`src/rtl/fpu_pkg.sv`:
```
package fpu_pkg;
  typedef enum logic [1:0] {
    NPC_SEQ    = 2'd0,
    NPC_BRANCH = 2'd1,
    NPC_JUMP   = 2'd2
  } npc_src_e;

  // Jump wins over a taken branch; otherwise fall through.
  function automatic npc_src_e pick_src(input logic jump, input logic br, input logic zero);
    if (jump)             return NPC_JUMP;
    else if (br && zero)  return NPC_BRANCH;
    else                  return NPC_SEQ;
  endfunction
endpackage

```
`src/rtl/fpu_select.sv`:
```
module fpu_select
  import fpu_pkg::*;
(
  input  logic     jump_req,
  input  logic     branch_req,
  input  logic     alu_zero,
  output npc_src_e src
);
  always_comb src = pick_src(jump_req, branch_req, alu_zero);
endmodule

```
`src/rtl/fpu_target_gen.sv`:
```
module fpu_target_gen #(
  parameter int AW           = 32,
  parameter int IMM_W        = 16,
  parameter int TGT_W        = 26,
  parameter int STEP         = 4,
  parameter bit SHARE_ADDER  = 1'b1
) (
  input  logic [AW-1:0]    pc_cur,
  input  logic [IMM_W-1:0] imm,
  input  logic [TGT_W-1:0] tgt,
  output logic [AW-1:0]    seq_pc,
  output logic [AW-1:0]    br_pc,
  output logic [AW-1:0]    jmp_pc
);
  localparam int SHIFT = $clog2(STEP);
  localparam int EXT_W = AW - IMM_W - SHIFT;
  localparam int HI_W  = AW - TGT_W - SHIFT;

  logic [AW-1:0] offset;

  always_comb begin
    offset = {{EXT_W{imm[IMM_W-1]}}, imm, {SHIFT{1'b0}}};
    seq_pc = pc_cur + AW'(STEP);
    jmp_pc = {pc_cur[AW-1 -: HI_W], tgt, {SHIFT{1'b0}}};
  end

  generate
    if (SHARE_ADDER) begin : g_chain
      // Branch target rides on the sequential sum: one adder after another.
      always_comb br_pc = seq_pc + offset;
    end else begin : g_parallel
      // Constant folded into the offset: two adders side by side.
      always_comb br_pc = pc_cur + (offset + AW'(STEP));
    end
  endgenerate
endmodule

```
`src/rtl/fpu_pc_reg.sv`:
```
module fpu_pc_reg #(
  parameter int AW = 32,
  parameter logic [AW-1:0] RESET_PC = '0
) (
  input  logic          clk,
  input  logic          rst,
  input  logic [AW-1:0] d,
  output logic [AW-1:0] q
);
  always_ff @(posedge clk) begin
    if (rst) q <= RESET_PC;
    else     q <= d;
  end
endmodule

```
`src/rtl/fetch_pc_unit.sv`:
```
module fetch_pc_unit
  import fpu_pkg::*;
#(
  parameter int AW    = 32,
  parameter int IW    = 32,
  parameter int IMM_W = 16,
  parameter int TGT_W = 26,
  parameter int STEP  = 4,
  parameter bit SHARE_ADDER = 1'b1
) (
  input  logic          clk,
  input  logic          rst,
  input  logic [IW-1:0] instr,
  input  logic          branch_req,
  input  logic          alu_zero,
  input  logic          jump_req,
  output logic [AW-1:0] pc
);
  npc_src_e      src;
  logic [AW-1:0] seq_pc, br_pc, jmp_pc, nxt_pc;
  logic          unused_opcode;

  assign unused_opcode = ^instr[IW-1:TGT_W];

  fpu_select u_sel (
    .jump_req   (jump_req),
    .branch_req (branch_req),
    .alu_zero   (alu_zero),
    .src        (src)
  );

  fpu_target_gen #(
    .AW(AW), .IMM_W(IMM_W), .TGT_W(TGT_W), .STEP(STEP), .SHARE_ADDER(SHARE_ADDER)
  ) u_tgt (
    .pc_cur (pc),
    .imm    (instr[IMM_W-1:0]),
    .tgt    (instr[TGT_W-1:0]),
    .seq_pc (seq_pc),
    .br_pc  (br_pc),
    .jmp_pc (jmp_pc)
  );

  always_comb begin
    unique case (src)
      NPC_BRANCH: nxt_pc = br_pc;
      NPC_JUMP:   nxt_pc = jmp_pc;
      default:    nxt_pc = seq_pc;
    endcase
  end

  fpu_pc_reg #(.AW(AW)) u_pc (
    .clk (clk),
    .rst (rst),
    .d   (nxt_pc),
    .q   (pc)
  );
endmodule

```
`config.mk`:
```
export PLATFORM = sky130hd
export DESIGN_NAME = fetch_pc_unit
export DESIGN_NICKNAME = d
export VERILOG_FILES = /design/src/rtl/fpu_pkg.sv /design/src/rtl/fpu_select.sv /design/src/rtl/fpu_target_gen.sv /design/src/rtl/fpu_pc_reg.sv /design/src/rtl/fetch_pc_unit.sv
export SDC_FILE = /design/constraint.sdc
export NUM_CORES = 1
export LEC_CHECK = 0
export BUFFER_PORTS_ARGS = -buffer_cell sky130_fd_sc_hd__buf_4
export CORE_UTILIZATION = 53
export DETAILED_ROUTE_END_ITERATION = 10
export PLACE_DENSITY_LB_ADDON = 0.1
export SLEW_MARGIN = 20
export SYNTH_ARGS = -nofsm -noshare
export SYNTH_HDL_FRONTEND = slang
export SYNTH_SLANG_ARGS = --single-unit
```
`constraint.sdc`:
```
create_clock -name clk -period 9.7 [get_ports clk]
set_input_delay 1.455 -clock clk [delete_from_list [all_inputs] [get_ports clk]]
set_output_delay 1.455 -clock clk [all_outputs]
set_load 0.02 [all_outputs]
```
* Word level (Yosys, flattened, before mapping)
Index checks and enable logic that the tools add are counted.
** Storage, ports and cells
- Bits in registers :: 32
- Input bits :: 37
- Logic and storage cells :: 10
- Output and inout bits :: 32
** Operators by class
- Add/subtract/negate cells :: 2
- Reduce and logical (&&, ||, !) cells :: 1
- Multiplexer cells :: 3
- Eq/ne operators :: 2
** Operators with widths (number)
- 32-bit one-hot mux with 2 select lines :: 1
- 32-bit by 3-bit adder with 32-bit output, second input constant :: 1
- 32-bit adder :: 1
- 2-bit by 1-bit == test with 1-bit output, second input constant :: 1
- 2-bit == test, second input constant :: 1
- 2-bit 2-to-1 mux :: 1
- 1-bit logical AND :: 1
- 1-bit 2-to-1 mux :: 1

* Longest topological paths before layout
Gate-level depths: netlist of the first run.
- Depth in word-level cells :: 5
- Gate-level depth with buffers :: 16
- Mapped depth without buffers :: 15

* Modules after synthesis
Synthesis of the first run repeated with hierarchy kept, for this count alone.
** Unflattened totals
- Cells, all modules :: 481
- Area, all modules :: 3706.1 um2
** By module, submodules not included
- fpu_target_gen :: seq. area each 0.0 um2, area an instance 2189.6 um2, cells an instance 299, instances 1
- fpu_pc_reg :: seq. area each 640.6 um2, area an instance 863.3 um2, cells an instance 67, instances 1
- fetch_pc_unit :: seq. area each 0.0 um2, area an instance 636.9 um2, cells an instance 113, instances 1
- fpu_select :: seq. area each 0.0 um2, area an instance 16.3 um2, cells an instance 2, instances 1

* Worst setup path before layout of the first run
OpenSTA, ideal clock, no wires.
- Path type :: register -> register
- Start point :: reg u_pc.q[2]
- End point :: reg u_pc.q[31]
- Required time :: 9.577 ns
- Buffers on the path :: 1
- Cell stages (with the launch flop) :: 17
- Library setup time :: 0.123 ns
- Period minus slack after synthesis :: 4.020 ns
- Arrival time :: 3.897 ns
- Setup slack :: 5.680 ns
- Cells stage by stage :: dfxtp_1 > ha_1 > inv_1 > nor4_4 > and3_1 > nand3_1 > xnor2_1 > ha_1 > buf_2 > a21oi_2 > o21ai_1 > or4_1 > o32a_1 > o21ai_1 > mux2i_1 > mux2i_1 > mux2_1
** Between the ends
- Cells in the longest elaborated chain, start to end :: 3
** RTL lines
- start: declaration :: line fpu_pc_reg.sv:8 : output logic [AW-1:0] q
- start signal: assignment :: line fpu_pc_reg.sv:11 : if (rst) q <= RESET_PC;
- start signal: assignment :: line fpu_pc_reg.sv:12 : else q <= d;
- 32-bit by 3-bit adder with 32-bit output (*) :: line fpu_target_gen.sv:23 : seq_pc = pc_cur + AW'(STEP);
- 32-bit adder :: line fpu_target_gen.sv:30 : always_comb br_pc = seq_pc + offset;
- 32-bit one-hot mux with 2 select lines (*) :: line fetch_pc_unit.sv:44 : unique case (src)
Every way passes the cells marked *; elsewhere a longest branch is shown, timed or not.
A chain may end at the register's enable or synchronous reset.

* Worst setup path in the final report of the first run
Ends and elaborated chain as after synthesis.

==> flow_summary_export.csv, run 1 <==
group,metric,value,unit
outcome,status,"finished clean",
placed_design,dp.cells,586,
worst_setup_path,timing.rr.start,"u_pc.q[2]",
routing,via_count,3640,
yosys,synth_area_per_cell,7.54,µm²
floorplanning,die_y,83.6,µm
routing,drt_wl_total,9720,µm
routing,ant_nets,0,
clock_network,cts_max_level,2,
power,p_leak,1.89,nW
placed_design,io_buffers,60,
final_layout,antenna-diode-count,0,
sta,period_needed,4630,ps
yosys,synth_seq_cells,30,
floorplanning,ios,69,
routing,wl_met1,4250,µm
sta,slew_violations,0,
floorplanning,die_x,83.6,µm
worst_setup_path,path_max_fanout,11,
sta,fin_crit_sh,0.477,
clock_network,cts_sinks,30,
placed_design,gp_congestion,0.934,
placed_design,dp_hpwl,7250,µm
sta,final.setup_skew,5.64,ps
worst_setup_path,cp.arrival,4800,ps
clock_network,clkTransAtPathRegs,70,ps
routing,drc,0,
grt,grt_pass1_wl,16600,µm
final_layout,largest-register,"u_pc.q",
yosys,synth_edf_count,0,
floorplanning,start_util,0.553,
yosys,yosysSeqAreaShare,0.170,
routing,met3WireLength,526,µm
clock_network,cts_buffer_depth,2,
power,power.total,0.485,mW
sta,worst_slew_pin_slew,912,ps
sta,max_freq,216,MHz
final_layout,final_util,0.644,
routing,routedWlPerCell,16.4,µm
final_layout,final_cells,594,
floorplanning,rows,29,
yosys,syn_inst,468,
clock_network,hold_buffers,0,
final_layout,fill_cells,598,
yosys,ys.flop_type,"dfxtp_1",
clock_network,cts_buffers,5,
yosys,async_flop_share,0,
sta,setup_viol_count_final,0,
sta,timing.hold.ws,558,ps
floorplanning,core-area,6390,µm²
final_layout,drive_gt1_frac,0.174,
clock_network,insertion_delay,280,ps
power,max-vdd-ir-drop,70.0,µV
grt,grt_antenna_before_repair,0,
grt,grt.total_usage,0.286,
sta,fin_tns_setup,0,ps
yosys,synth_area,3530,µm²
sta,hold_viol,0,
final_layout,top_regs,"u_pc.q x30",
grt,overflow,0,
worst_setup_path,path_class,"reg -> reg",
yosys,yosysWarnings,0,
routing,dr_wl_met2,4850,µm
worst_setup_path,rrSetupSlack,5070,ps
routing,drt-initial-drc-count,143,
routing,dr.pass1.iters,4,
final_layout,fin_nets,585,
clock_network,cts_root_buffer,"clkbuf_8",
worst_setup_path,start_kind,"register",
grt,grt_pass1_vias,3516,
power,power.density,118,nW/µm²
worst_hold_path,hp-class,"reg -> reg",
clock_network,cts_resized,0,
clock_network,cts_tree,"built",
worst_setup_path,critical_path_required,9870,ps
worst_hold_path,min_from,"u_pc.q[31]",
routing,top_layer_used,"met4",
floorplanning,dieArea,6990,µm²
worst_setup_path,end_kind,"register",
sta,timing.slew.headroom,0.392,
flow_run,max-cap-violations,0,
grt,grt_max_degree,41,
worst_setup_path,cp-startpoint,"u_pc.q[2]",
yosys,synth_cell_types,69,
routing,viasPerCell,6.13,
final_layout,largest_reg_flops,30,
clock_network,postCtsSetupBuffers,0,
final_layout,area_delta_synth_final,16.4,%
sta,rsz0062_at_grt,"no",
-- path summary, 6_finish.rpt --
kind	endpoint	depth (start not counted)
max	u_pc.q[31]	15
min reg2reg	u_pc.q[31]	2
min	u_pc.q[31]	2
max reg2reg	u_pc.q[31]	15
-- area by class of cell --
| class | count | area (µm²) | area share |
|---|---|---|---|
| flip-flops and latches | 30 | 601 | 0.146 |
| multi-input cells | 398 | 2770 | 0.673 |
| inverters | 19 | 71.3 | 0.0173 |
| clock buffers | 8 | 110 | 0.0268 |
| well taps | 77 | 96.3 | 0.0234 |
| repair buffers | 62 | 465 | 0.113 |
-- cell families (layout without fill, tap and decap cells) --
kind of cell | count (synthesis) | after routing | share of synthesized area
buf+inv | 41 | 89 | 0.0471
flops | 30 | 30 | 0.170
compound gates | 152 | 152 | 0.308
fa+ha+maj | 32 | 32 | 0.116
mux | 3 | 3 | 0.00886
xor+xnor | 46 | 46 | 0.114
other cells | 1 | 2 | 0.00106
simple gates | 163 | 163 | 0.235
-- synthesized netlist by cell type (9+ instances only) --
cell type / instances / area, µm²
dfxtp_1: 30 / 601
nand2_1: 54 / 203
xnor2_1: 33 / 289
o21ai_0: 23 / 115
xor2_1: 13 / 114
clkbuf_1: 14 / 52.6
ha_1: 31 / 388
nor3_1: 9 / 45.0
a21oi_1: 40 / 200
nand4_1: 12 / 75.1
a21o_1: 14 / 105
nor2_1: 37 / 139
inv_1: 19 / 71.3
nand3_1: 14 / 70.1
-- per-layer routing --
metal	vias to the layer above	global-route usage
met1	1715	0.371
met2	95	0.500
li1	1817	-
met5	-	0
met3	13	0.0346
met4	0	0.0724
-- cell usage in the layout (no fill, tap or decap), drive strengths merged, types with 3 or more instances in the layout --
master,instances
a211oi,6
a21o,14
xor2,13
o21bai,7
o21ai,28
inv,19
nand3,14
o211ai,4
o41ai,3
o21a,3
nor4,4
nor2,37
ha,31
nor3,10
and4,4
a31oi,5
clkbuf,8
o211a,7
and3,7
a311oi,7
buf,62
dfxtp,30
nand2,54
and2,4
o22ai,3
nand4,13
nor2b,5
a21oi,44
xnor2,33
o31ai,3
-- stage by stage --
step | cell area [µm²] | setup WS (ps)
3_5_place_dp | 4000 | 5130
5_1_grt | 4110 | 4690
6_report | 4110 | 5070
2_1_floorplan | 3530 | 5680
3_3_place_gp | 4000 | 5210
4_1_cts | 4110 | 5080
-- power by group --
part	switching (mW)	internal, mW	leakage, nW
Clock	0.0507	0.0717	0.0575
Combinational	0.125	0.0914	1.58
Sequential	0.0133	0.133	0.249
Total	0.189	0.296	1.89
-- critical path, cell delays in order (launching register included) --
cell and delay, ps:
dfxtp_1 440, ha_1 310, inv_1 110, nor4_4 490, and3_1 410, nand2_1 160
xnor2_1 160, ha_1 420, a21o_1 220, a31o_1 220, or4_1 420, o32a_1 190
o21ai_1 120, mux2i_1 280, mux2i_1 230, mux2_1 320
Power figures use the tool's default switching activity.
==> run 2, diff against run 1 <==
==> constraint.sdc (replaced) <==
create_clock -name clk -period 4.7 [get_ports clk]
set_input_delay 0.705 -clock clk [delete_from_list [all_inputs] [get_ports clk]]
set_output_delay 0.705 -clock clk [all_outputs]
set_load 0.02 [all_outputs]
==> flow_summary_export.csv, run 2 (synthesis results as in run 1) <==
group,metric,value,unit
outcome,status,"finished clean",
floorplanning,core-area,6390,µm²
sta,period_needed,4320,ps
power,power.density,234,nW/µm²
routing,drt-initial-drc-count,160,
grt,overflow,0,
floorplanning,start_util,0.553,
clock_network,cts_sinks,30,
final_layout,drive_gt1_frac,0.177,
routing,drt_wl_total,9660,µm
clock_network,insertion_delay,290,ps
final_layout,final_cells,596,
sta,worst_slew_pin_slew,870,ps
final_layout,area_delta_synth_final,16.5,%
grt,grt_pass1_vias,3351,
sta,timing.hold.ws,554,ps
worst_setup_path,crit_path_cell_trace,"ha_1 > inv_1 > nor4_4 > and3_1 > nand3_1 > xnor2_1 > ha_1 > a21oi_2 > o21ai_1 > or4_1 > o32a_1 > o21ai_1 > mux2i_1 > mux2i_1 > mux2_1",
power,power.total,0.962,mW
final_layout,top_regs,"u_pc.q x30",
worst_setup_path,cp.arrival,4490,ps
clock_network,clkTransAtPathRegs,60,ps
grt,grt_max_degree,37,
clock_network,cts_root_buffer,"clkbuf_8",
sta,fin_tns_setup,0,ps
clock_network,hold_buffers,0,
floorplanning,rows,29,
routing,via_count,3694,
clock_network,postCtsSetupBuffers,0,
clock_network,cts_buffer_depth,2,
routing,drc,0,
worst_hold_path,hp-class,"reg -> reg",
final_layout,largest-register,"u_pc.q",
sta,worst_slack,378,ps
placed_design,io_buffers,60,
floorplanning,ios,69,
clock_network,cts_resized,0,
clock_network,cts_buffers,5,
worst_setup_path,slowest_delay,520,ps
flow_run,max-cap-violations,0,
final_layout,postLayoutCellArea,4110,µm²
grt,grt_pass1_wl,16000,µm
clock_network,cts_max_level,2,
worst_setup_path,crit_slowest_cell,"or4_1",
floorplanning,dieArea,6990,µm²
sta,timing.slew.headroom,0.420,
power,p_leak,1.90,nW
final_layout,largest_reg_flops,30,
sta,max_freq,231,MHz
worst_setup_path,path_class,"reg -> reg",
sta,setup_viol_count_final,0,
final_layout,layout_commonest_cell,"buf_4",
worst_setup_path,path_max_fanout,9,
grt,grt.total_usage,0.281,
placed_design,dp.cells,590,
floorplanning,die_x,83.6,µm
placed_design,gp_congestion,0.927,
power,max-vdd-ir-drop,154,µV
floorplanning,die_y,83.6,µm
worst_setup_path,critical_path_required,4870,ps
placed_design,dp_hpwl,7360,µm
placed_design,pre_cts_ws,459,ps
final_layout,fill_cells,606,
final_layout,layout_common_cells,"buf_4, nand2_1, a21oi_1",
sta,final.setup_skew,4.37,ps
placed_design,dpl_cell_area,4030,µm²
clock_network,cts_tree,"built",
routing,routedWlPerCell,16.2,µm
final_layout,antenna-diode-count,0,
final_layout,fin_nets,589,
routing,dr.pass1.iters,4,
routing,viasPerCell,6.20,
final_layout,final_util,0.644,
routing,ant_nets,0,
worst_setup_path,start_kind,"register",
sta,slew_violations,0,
sta,rsz0062_at_grt,"no",
worst_setup_path,end_kind,"register",
sta,hold_viol,0,
grt,grt_antenna_before_repair,0,
sta,fin_crit_sh,0.920,
-- run 2: changes by cell type in the layout (fill, tap and decap cells not counted) --
cell      change
clkbuf_8      -2
buf_4         +4
-- run 2: per-layer routing --
metal  track usage  part of all wire  up-vias
li1              -                 -     1833
met1         0.358              0.44     1734
met2         0.477              0.49      111
met3        0.0544             0.057       16
met4        0.0847             0.019        0
met5             0                 0        -
-- run 2: critical path: cells and delay by family (launching register included) --
family	cells	cell delay, ps
simple gates	4	1350
mux	3	860
compound gates	4	630
fa+ha+maj	2	600
flops	1	450
xor+xnor	1	220
buf+inv	1	80
-- run 2: layout make-up --
type	count	area [µm²]	area share
tap	77	96.3	0.0234
timing repair buffer	66	495	0.120
multi-input combinational	398	2770	0.673
inverter	19	71.3	0.0173
clock buffer	6	82.6	0.0201
sequential	30	601	0.146
-- run 2: final timing paths --
| check | from | end | slack (ps) | depth (start not counted) |
|---|---|---|---|---|
| max | u_pc.q[2] | u_pc.q[31] | 380 | 15 |
| min | u_pc.q[31] | u_pc.q[31] | 550 | 2 |
| max reg2reg | u_pc.q[2] | u_pc.q[31] | 380 | 15 |
| min reg2reg | u_pc.q[31] | u_pc.q[31] | 550 | 2 |
-- run 2: power breakdown --
group          leakage (nW)  internal, mW  switching, mW  total [mW]
clock network        0.0431         0.113          0.100       0.213
registers             0.249         0.275         0.0276       0.303
logic                  1.61         0.190          0.255       0.445
total                  1.90         0.578          0.383       0.962
==> run 3, diff against run 2 <==
--- a/config.mk
+++ b/config.mk
@@ -9,6 +9,7 @@
 export CORE_UTILIZATION = 53
 export DETAILED_ROUTE_END_ITERATION = 10
 export PLACE_DENSITY_LB_ADDON = 0.1
+export RECOVER_POWER = 100
 export SLEW_MARGIN = 20
 export SYNTH_ARGS = -nofsm -noshare
 export SYNTH_HDL_FRONTEND = slang
==> flow_summary_export.csv, run 3 (synthesis results as in run 1) <==
group,metric,value,unit
clock_network,cts_buffers,5,
floorplanning,die_y,83.6,µm
routing,ant_nets,0,
sta,final.setup_skew,3.84,ps
floorplanning,dieArea,6990,µm²
routing,drt_wl_total,9710,µm
power,power.density,238,nW/µm²
final_layout,largest_reg_flops,30,
flow_run,max-cap-violations,0,
worst_hold_path,hp-class,"reg -> reg",
grt,grt_pass1_wl,16000,µm
routing,drt-initial-drc-count,175,
sta,max_freq,232,MHz
final_layout,final_cells,596,
final_layout,largest-register,"u_pc.q",
grt,grt_antenna_before_repair,0,
placed_design,dp_hpwl,7360,µm
clock_network,cts_root_buffer,"clkbuf_8",
sta,setup_viol_count_final,0,
worst_setup_path,crit_slowest_cell,"or4_1",
worst_setup_path,start_kind,"register",
sta,rsz0062_at_grt,"no",
floorplanning,core-area,6390,µm²
routing,drc,0,
routing,routedWlPerCell,16.3,µm
final_layout,antenna-diode-count,0,
power,p_leak,1.75,nW
clock_network,insertion_delay,280,ps
clock_network,clkTransAtPathRegs,60,ps
power,max-vdd-ir-drop,150,µV
sta,period_needed,4310,ps
routing,viasPerCell,6.16,
sta,fin_tns_setup,0,ps
grt,grt_max_degree,37,
final_layout,postLayoutCellArea,3950,µm²
worst_setup_path,slowest_delay,520,ps
final_layout,fin_nets,589,
grt,overflow,0,
placed_design,io_buffers,60,
clock_network,cts_sinks,30,
sta,timing.slew.headroom,0.163,
routing,dr.pass1.iters,8,
grt,grt.total_usage,0.281,
grt,grt_pass1_vias,3351,
sta,slew_violations,0,
worst_setup_path,crit_path_cell_trace,"ha_1 > inv_1 > nor4_4 > and3_1 > nand3_1 > xnor2_1 > ha_1 > a21oi_2 > o21ai_1 > or4_1 > o32a_1 > o21ai_0 > mux2i_1 > mux2i_1 > mux2_1",
clock_network,cts_buffer_depth,2,
clock_network,hold_buffers,0,
clock_network,cts_tree,"built",
final_layout,layout_common_cells,"nand2_1, a21oi_1, nor2_1",
sta,worst_slew_pin_slew,1260,ps
sta,fin_crit_sh,0.917,
routing,via_count,3672,
final_layout,area_delta_synth_final,11.8,%
final_layout,fill_cells,637,
sta,timing.hold.ws,557,ps
final_layout,top_regs,"u_pc.q x30",
clock_network,cts_resized,0,
placed_design,dp.cells,590,
floorplanning,start_util,0.553,
worst_setup_path,path_class,"reg -> reg",
worst_setup_path,end_kind,"register",
placed_design,gp_congestion,0.927,
placed_design,dpl_cell_area,4030,µm²
sta,hold_viol,0,
worst_setup_path,cp.arrival,4480,ps
final_layout,drive_gt1_frac,0.102,
worst_setup_path,path_max_fanout,9,
clock_network,postCtsSetupBuffers,0,
outcome,status,"finished clean",
clock_network,cts_max_level,2,
floorplanning,rows,29,
floorplanning,ios,69,
worst_setup_path,critical_path_required,4870,ps
floorplanning,die_x,83.6,µm
final_layout,layout_commonest_cell,"nand2_1",
-- run 3: cell count changes in the layout (fill, tap and decap cells not counted), sizes merged --
cell	previous run	this run
buf	66	34
clkbuf	6	38
-- run 3: critical path, delay by kind of cell (launching register included) --
kind                     cells  cell delay [ps]
multiplexers                 3              870
buffers and inverters        1               80
AND/OR/NAND/NOR              4             1340
adder cells (fa/ha/maj)      2              590
AO/OA/AOI/OAI                4              620
flip-flops                   1              450
XOR/XNOR                     1              210
-- run 3: worst paths after layout --
kind	start	endpoint	slack [ps]	cells after the start
setup / recovery	u_pc.q[2]	u_pc.q[31]	390	15
hold / removal	u_pc.q[31]	u_pc.q[31]	560	2
setup reg to reg	u_pc.q[2]	u_pc.q[31]	390	15
hold reg to reg	u_pc.q[31]	u_pc.q[31]	560	2
-- run 3: area by class of cell --
class | instances | area [µm²] | area share
inverter | 19 | 71.3 | 0.0181
clock buffer | 6 | 82.6 | 0.0209
tap | 77 | 96.3 | 0.0244
timing repair buffer | 66 | 379 | 0.0960
sequential | 30 | 601 | 0.152
multi-input combinational | 398 | 2720 | 0.689
-- run 3: stage by stage --
stage	setup WS [ps]	utilization	power, mW
finish	390	0.618	0.939
global route	139	0.618	1.01
CTS	409	0.644	0.963
detailed placement	459	0.631	0.749
global placement	549	0.631	0.740
floorplan	680	-	0.629
-- run 3: per-layer routing --
layer / track usage / up-vias / routed length (µm)
li1: - / 1831 / -
met4: 0.0847 / 0 / 176
met1: 0.358 / 1715 / 4350
met3: 0.0544 / 19 / 526
met5: 0 / - / 0
met2: 0.477 / 107 / 4650
-- run 3: power breakdown --
part / internal [mW] / total (mW) / leakage (nW) / switching [mW]
sequential: 0.275 / 0.303 / 0.249 / 0.0275
clock: 0.113 / 0.213 / 0.0431 / 0.101
combinational: 0.171 / 0.423 / 1.45 / 0.251
